<file path="src/rtl/idle_ret_pkg.sv">
package idle_ret_pkg;
  localparam int REG_W    = 32;
  localparam int NUM_DOM  = 3;
  localparam int FIELD_W  = 3;
  localparam int FIELD_B0 = 4;
  localparam int CNT_W    = 10;
  localparam int DOM_WFI  = 0;
  localparam int DOM_WFE  = 1;
  localparam int DOM_VFP  = 2;
  localparam int PDN_BIT  = 0;

  function automatic int field_lsb(input int dom);
    return FIELD_B0 + FIELD_W * dom;
  endfunction

  function automatic logic [REG_W-1:0] impl_mask();
    logic [REG_W-1:0] m;
    m = '0;
    m[PDN_BIT] = 1'b1;
    for (int d = 0; d < NUM_DOM; d++)
      for (int b = 0; b < FIELD_W; b++)
        m[field_lsb(d) + b] = 1'b1;
    return m;
  endfunction

  // Delay code to tick count: 0 disables, 1->2, 2->8, 3->32, 4..7 -> 2^(code+2)
  function automatic logic [CNT_W-1:0] ticks_for(input logic [FIELD_W-1:0] c);
    logic [CNT_W-1:0] r;
    case (c)
      3'd0:    r = '0;
      3'd1:    r = CNT_W'(2);
      3'd2:    r = CNT_W'(8);
      3'd3:    r = CNT_W'(32);
      default: r = CNT_W'(1) << ({1'b0, c} + 4'd2);
    endcase
    return r;
  endfunction
endpackage

</file>
<file path="src/rtl/ret_ctl_reg.sv">
module ret_ctl_reg
  import idle_ret_pkg::*;
(
  input  logic                              clk,
  input  logic                              rst_n,
  input  logic                              wr_en_i,
  input  logic [REG_W-1:0]                  wr_data_i,
  output logic [REG_W-1:0]                  rd_data_o,
  output logic [NUM_DOM-1:0][FIELD_W-1:0]   code_o,
  output logic [NUM_DOM-1:0]                restart_o,
  output logic                              pdn_en_o
);
  localparam logic [REG_W-1:0] MASK = impl_mask();

  logic [REG_W-1:0] reg_q;

  always_ff @(posedge clk) begin
    if (!rst_n)       reg_q <= '0;
    else if (wr_en_i) reg_q <= wr_data_i & MASK;
  end

  for (genvar d = 0; d < NUM_DOM; d++) begin : g_fld
    localparam int LSB = FIELD_B0 + FIELD_W * d;
    assign code_o[d]    = reg_q[LSB +: FIELD_W];
    assign restart_o[d] = wr_en_i && (wr_data_i[LSB +: FIELD_W] != reg_q[LSB +: FIELD_W]);
  end

  assign pdn_en_o  = reg_q[PDN_BIT];
  assign rd_data_o = reg_q;

  // reserved bits read zero
  p_reserved_zero_r1: assert property (@(posedge clk) disable iff (!rst_n)
    (rd_data_o & ~MASK) == '0);

  // a write is visible on the read port one cycle later
  p_write_visible_r2: assert property (@(posedge clk) disable iff (!rst_n)
    wr_en_i |=> (rd_data_o == ($past(wr_data_i) & MASK)));
endmodule

</file>
<file path="src/rtl/ret_timer.sv">
module ret_timer
  import idle_ret_pkg::*;
#(
  parameter int CW = CNT_W
) (
  input  logic               clk,
  input  logic               rst_n,
  input  logic               idle_i,
  input  logic               wake_i,
  input  logic               tick_i,
  input  logic [FIELD_W-1:0] code_i,
  input  logic               restart_i,
  output logic               req_o
);
  logic [CW-1:0] cnt_q;
  logic [CW-1:0] thr;
  logic          enabled;
  logic          hold;

  assign thr     = CW'(ticks_for(code_i));
  assign enabled = (code_i != '0);
  assign hold    = idle_i && !wake_i && enabled;

  always_ff @(posedge clk) begin
    if (!rst_n || !hold || restart_i) cnt_q <= '0;
    else if (tick_i && (cnt_q < thr)) cnt_q <= cnt_q + 1'b1;
  end

  assign req_o = hold && (cnt_q >= thr);

  // count never passes its threshold (saturation)
  p_cnt_saturates_r7: assert property (@(posedge clk) disable iff (!rst_n)
    cnt_q <= thr);

  // no tick, no advance
  p_no_tick_hold_r5: assert property (@(posedge clk) disable iff (!rst_n)
    (idle_i && !wake_i && !restart_i && !tick_i) |=> $stable(cnt_q));

  // leaving idle clears the count
  p_exit_clears_r6: assert property (@(posedge clk) disable iff (!rst_n)
    !idle_i |=> (cnt_q == '0));

  // a raised request is held while idle continues
  p_req_held_r7: assert property (@(posedge clk) disable iff (!rst_n)
    (req_o && !restart_i) |=> (req_o || !idle_i || wake_i));
endmodule

</file>
<file path="src/rtl/idle_ret_ctrl.sv">
module idle_ret_ctrl
  import idle_ret_pkg::*;
(
  input  logic             clk,
  input  logic             rst_n,
  input  logic             cfg_wr_en,
  input  logic [REG_W-1:0] cfg_wr_data,
  output logic [REG_W-1:0] cfg_rd_data,
  input  logic             core_wfi_idle,
  input  logic             core_wfe_idle,
  input  logic             vfp_idle,
  input  logic             wake_evt,
  input  logic             tmr_tick,
  output logic             wfi_ret_req,
  output logic             wfe_ret_req,
  output logic             vfp_ret_req,
  output logic             pwrdn_req
);
  logic [NUM_DOM-1:0][FIELD_W-1:0] code;
  logic [NUM_DOM-1:0]              restart;
  logic [NUM_DOM-1:0]              idle_vec;
  logic [NUM_DOM-1:0]              req_vec;
  logic                            pdn_en;

  assign idle_vec[DOM_WFI] = core_wfi_idle;
  assign idle_vec[DOM_WFE] = core_wfe_idle;
  assign idle_vec[DOM_VFP] = vfp_idle;

  ret_ctl_reg u_reg (
    .clk       (clk),
    .rst_n     (rst_n),
    .wr_en_i   (cfg_wr_en),
    .wr_data_i (cfg_wr_data),
    .rd_data_o (cfg_rd_data),
    .code_o    (code),
    .restart_o (restart),
    .pdn_en_o  (pdn_en)
  );

  for (genvar d = 0; d < NUM_DOM; d++) begin : g_dom
    ret_timer #(.CW(CNT_W)) u_tmr (
      .clk       (clk),
      .rst_n     (rst_n),
      .idle_i    (idle_vec[d]),
      .wake_i    (wake_evt),
      .tick_i    (tmr_tick),
      .code_i    (code[d]),
      .restart_i (restart[d]),
      .req_o     (req_vec[d])
    );
  end

  assign wfi_ret_req = req_vec[DOM_WFI];
  assign wfe_ret_req = req_vec[DOM_WFE];
  assign vfp_ret_req = req_vec[DOM_VFP];
  assign pwrdn_req   = pdn_en && core_wfi_idle;

  // power-down request follows WFI idle in the same cycle
  p_pwrdn_follows_r10: assert property (@(posedge clk) disable iff (!rst_n)
    !core_wfi_idle |-> !pwrdn_req);
endmodule

</file>
<file path="config.mk">
export PLATFORM = sky130hd
export DESIGN_NAME = idle_ret_ctrl
export DESIGN_NICKNAME = d
export VERILOG_FILES = /design/src/rtl/idle_ret_pkg.sv /design/src/rtl/ret_ctl_reg.sv /design/src/rtl/ret_timer.sv /design/src/rtl/idle_ret_ctrl.sv
export SDC_FILE = /design/constraint.sdc
export NUM_CORES = 1
export LEC_CHECK = 0
export BUFFER_PORTS_ARGS = -buffer_cell sky130_fd_sc_hd__buf_2
export CORE_AREA = 2 2 102 104
export DETAILED_ROUTE_END_ITERATION = 16
export DIE_AREA = 0 0 104 106
export PLACE_DENSITY_LB_ADDON = 0.25
export SLEW_MARGIN = 5
export SYNTH_ARGS = -nofsm -noshare
export SYNTH_HDL_FRONTEND = slang
export SYNTH_HIERARCHICAL = 1
export SYNTH_SLANG_ARGS = --single-unit
</file>
<file path="constraint.sdc">
create_clock -name clk -period 9.3 [get_ports clk]
set_input_delay 0.93 -clock clk [delete_from_list [all_inputs] [get_ports clk]]
set_output_delay 0.93 -clock clk [all_outputs]
set_load 0.1 [all_outputs]
</file>
; ---- Yosys cells after proc, flatten, opt, wreduce, memory -nomap -nowiden
; Index checks and enable logic that the tools add are counted.
[op_classes]
n_addsub = 6
magnitude_cmp = 6
eq_ne = 12
shifts = 3
n_mux = 3
reduce_logical = 33
[op_table]
columns = cell, count
row1 = 10-bit case mux with 4 select lines, 3
row2 = "10-bit by 1-bit adder with 10-bit output, second input constant", 3
row3 = 10-bit >= comparator, 3
row4 = 10-bit < comparator, 3
row5 = "1-bit by 4-bit << shifter with 10-bit output, first input constant", 3
row6 = "3-bit by 2-bit == test with 1-bit output, second input constant", 6
row7 = 1-bit logical AND, 16
row8 = "3-bit by 2-bit adder with 4-bit output, second input constant", 3
row9 = "3-bit by 1-bit == test with 1-bit output, second input constant", 3
row10 = 3-bit logical NOT, 3
row11 = 3-bit inequality test, 3
row12 = 3-bit nonzero test, 3
row13 = 1-bit logical OR, 6
row14 = 1-bit logical NOT, 5
[totals]
regBits = 40
inputBits = 40
output_inout_bits = 36
wordCells = 67

; ---- Logic depth before layout (Yosys ltp)
[depth]
depth_word = 6
mapped_depth = 13
ltp_nobuf = 13

; ---- By module
; Netlist, hierarchy kept.
[modules_own_cells]
columns = mod, instances, cells_per_inst, area_each_um2, seq_area_each_um2
row1 = ret_timer, 3, 111, 870.8, 200.2
row2 = ret_ctl_reg, 1, 77, 747.0, 200.2
row3 = idle_ret_ctrl, 1, 1, 6.3, 0.0

; ---- Least setup slack after synthesis
; OpenSTA, ideal clock, no wires.
[synth_timing]
path_kind = register to output
start = register u_reg.reg_q[11] (netlist: u_reg/rd_data_o[11])
end = output port vfp_ret_req
arrival_ns = 3.948
required_time_ns = 8.370
setup_slack_ns = 4.422
path_stages_with_launch = 11
path_buffers = 0
path_cell_list = dfxtp_1 > inv_1 > ha_1 > nor4_1 > mux2_2 > nand2_1 > ha_1 > nand2b_1 > a21oi_1 > o21bai_1 > a31oi_1
[synth_via]
elab_chain_cells = 5
elab_cells_between_ends = 11
classes_between = 1 x add/sub / 1 x order compare / 3 x eq/ne / 1 x shift / 1 x mux / 4 x reduce/logical
[synth_rtl]
columns = element, line_no
row1 = start: declaration, ret_ctl_reg.sv:15  ; logic [REG_W-1:0] reg_q;
row2 = start signal: assignment, ret_ctl_reg.sv:19  ; else if (wr_en_i) reg_q <= wr_data_i & MASK;
row3 = 3-bit by 2-bit adder with 4-bit output, idle_ret_pkg.sv:34  ; default: r = CNT_W'(1) << ({1'b0, c} + 4'd2);
row4 = 1-bit by 4-bit << shifter with 10-bit output, idle_ret_pkg.sv:34
row5 = 10-bit case mux with 4 select lines, idle_ret_pkg.sv:29  ; case (c)
row6 = 10-bit >= comparator, ret_timer.sv:29  ; assign req_o = hold && (cnt_q >= thr);
row7 = 1-bit logical AND (*), ret_timer.sv:29
row8 = end: declaration, idle_ret_ctrl.sv:16  ; output logic vfp_ret_req,
; Mark *: on every way between the ends. The rest lies on a longest branch, timed or not.

; ---- Final worst setup path
[layout_timing]
start = register u_reg.reg_q[8] (netlist: u_reg/rd_data_o[8])
end = output port wfe_ret_req
[layout_via]
elab_chain_cells = 5
elab_cells_between_ends = 11
classes_between = 1 x add/sub / 1 x order compare / 3 x eq/ne / 1 x shift / 1 x mux / 4 x reduce/logical
[layout_rtl]
columns = element, line_no
row1 = 3-bit by 2-bit adder with 4-bit output, idle_ret_pkg.sv:34
row2 = 1-bit by 4-bit << shifter with 10-bit output, idle_ret_pkg.sv:34
row3 = 10-bit case mux with 4 select lines, idle_ret_pkg.sv:29
row4 = 10-bit >= comparator, ret_timer.sv:29
row5 = 1-bit logical AND (*), ret_timer.sv:29
row6 = end: declaration, idle_ret_ctrl.sv:15  ; output logic wfe_ret_req,
; Marked as above.

==> metrics.txt <==
P_leak=0.001592 uW; peak supply drop=between 50 and 60 uV; Cell Count, Final, Fillers Out=570; register area=800.8 sq um; layout cells sized above 1=10.60%; R2R Path End=g_dom[2].u_tmr/cnt_q[9]; initial antenna violation count=0; Routed WL=7.164 mm; core area=10000 sq um; top cell type's share of synthesized area=23.79%; Pre-antenna DRT Iters=4; Resized cells post-CTS=0; reg-to-reg startpoint=u_reg/rd_data_o[11]; Setup TNS=0 ns; r2r worst-path depth=12; Layout Nets=515; clk sink count=40; DRC=0; post-route ant nets=0; DR vias=2789; Cells after Synth=just over 400; asr flop ratio synth=0%; CTS buffer count=5; row count=37; flops & latches, synth=40; most frequent CP cell=ha_1; setup bufs post-CTS=0; DIE HEIGHT=106 um; Synth area leaders=dfxtp_1 24%, ha_1 16%, buf_4 7.1%; area grow syn2layout=5.465%; Clock Latency Late Sink=0.30 ns; Required @ worst endpoint=8.37 ns; Final setup viols=0; Worst-Margin Slew=~0.66 ns; relative slew slack=55.61%; flop2flop setup slack=approximately 5.5 ns; crit-path max cell delay=roughly 0.56 ns; FILL cells=1070; per-cell routed wire length=12.57 um; final hold violation count=0; worst-path cell chain=inv_1, ha_1, nor4b_1, o211ai_1, ha_1, nand4_1, a21oi_1, o21bai_1, a31oi_1, buf_2; Yosys cell types=37; Worst Setup SP=u_reg/rd_data_o[8]; clock root buffer=clkbuf_8; Clock Pin Slew Worst Setup and Hold Paths=~0.090 ns; multi-input logic area=2271 sq um; number of global-route vias before repair=2487; max-slew violations=0; Max Root-Sink Buffers=2; Critical-path top delay cell=dfxtp_1; total gr overflow=0; Synth Area per Inst=8.189 sq um; post-synthesis sequential area ratio=between 20% and 30%; number of flops mapped to enable cells by yosys=0; Hold Crit Class=reg -> reg; total of max-cap violations=0; crit path DAT=3.67 ns; Max Freq=217.2 MHz; DP HPWL=roughly 5.7 mm; Top Ports=76; drt via density=4.893; CTS tree=yes; Tcrit/Tclk final=roughly 50%; Final min period=4.605 ns; Top FF cell, synth=dfxtp_1; worst setup path endpoint=wfe_ret_req; I/O Buffers=31; GRT Util Overall=12.98%; initial core utilization=33.66%; GP Congestion=about 0.79; maximum level of the CTS H-tree=2; commonest non-fill, non-tap cell in the layout=nor2_1; area leader, netlist=dfxtp_1; Antenna Cells=0; CTS Hold Bufs=0; Placed Cells=562; Cell Pwr Density=roughly 120 nW/um^2; Horiz. Die Dim=104 um; Critical Path Fanout Max=10; RSZ-0062 raised after global routing=no; CP Launch Type=flip-flop; die area=11020 sq um; first-pass GRT wire length=11.78 mm; status=finished clean; mapped cell area=roughly 3400 sq um; Setup crit end kind=output pin; worst hold start=g_dom[1].u_tmr/cnt_q[9]; largest net degree at the start of global routing=14; Fin Clk Skew=0.01385 ns; CP Class=reg -> out; DRT iter0 DRCs=125; Syn. warnings=6; most frequent cells in the layout=45 x nor2_1, 42 x ha_1, 40 x dfxtp_1
-- layer usage --
metal / vias up / track usage (%) / part of all wire [%]
met1: 1299 / 17.32 / 49
met5: - / 0 / 0
met4: 0 / 4.054 / 1.6
met3: 8 / 2.759 / 3.4
li1: 1441 / - / -
met2: 41 / 21.01 / 46
-- synthesized netlist by cell type (12+ instances only) --
master / instances
nand3_1: 27
mux2i_1: 13
nand2_1: 33
dfxtp_1: 40
a21oi_1: 12
ha_1: 42
xor2_1: 27
nand4_1: 15
nor2_1: 45
nor2b_1: 13
inv_1: 18
buf_4: 32
-- flip-flops by register name (all words and copies together) (netlist names) --
signal             cells
u_reg/rd_data_o       10
g_dom.u_tmr/cnt_q     30
-- how the worst min path moves through the flow --
stage,end,slack (ns),depth (start not counted)
4_1_cts,g_dom[2].u_tmr/cnt_q[9],0.51,2
5_1_grt,g_dom[2].u_tmr/cnt_q[9],0.52,2
3_3_place_gp,g_dom[2].u_tmr/cnt_q[9],0.49,2
2_1_floorplan,g_dom[0].u_tmr/cnt_q[9],0.47,2
6_report,g_dom[1].u_tmr/cnt_q[9],0.51,2
3_5_place_dp,g_dom[0].u_tmr/cnt_q[9],0.50,2
-- layout make-up --
| cell class | instances | share of cell area [%] |
|---|---|---|
| Timing Repair Buffer | 31 | 4.371 |
| Inverter | 18 | 1.903 |
| Multi-Input combinational cell | 337 | 63.98 |
| Sequential cell | 40 | 22.56 |
| Clock inverter | 1 | 0.2467 |
| Clock buffer | 7 | 2.150 |
| Tap cell | 136 | 4.794 |
-- cells by family (layout without fill, tap and decap cells) --
kind of cell | count (synthesis) | in the layout | synth area share [%]
xor gates and xnor gates | 30 | 30 | 7.807
DFF | 40 | 40 | 23.79
other | 1 | 22 | 0.1114
and+or+nand+nor | 179 | 179 | 26.80
muxes | 16 | 16 | 4.870
buffers and inverters | 55 | 57 | 11.08
AOI/OAI and AO/OA | 48 | 48 | 9.926
adders and majority gates | 42 | 42 | 15.61
-- power by group --
part | internal [uW] | switching [uW] | total [uW]
Sequential | 174 | 6.16 | 180
Clock | 53.7 | 62.9 | 117
Combinational | 29.3 | 106 | 135
Total | 257 | 175 | 432
-- critical path: cells and delay by family (launching register included) --
kind            cells  cell delay [ns]
flops               1             0.56
simple gates        2             0.68
fa+ha+maj           2             0.69
compound gates      4             0.84
buf+inv             2             0.60
-- through the flow --
step	total power [uW]	area (sq um)	hold slack [ns]	util, %	setup WS [ns]
floorplan	309.7	3445	0.4706	-	4.422
global placement	318.5	3465	0.4918	34.65	5.063
detailed placement	318.9	3465	0.4968	34.65	5.051
CTS	438.6	3550	0.5093	35.50	4.712
global route	455.1	3550	0.5243	35.50	4.389
finish	431.9	3550	0.5107	35.50	4.695
Power figures use the tool's default switching activity.
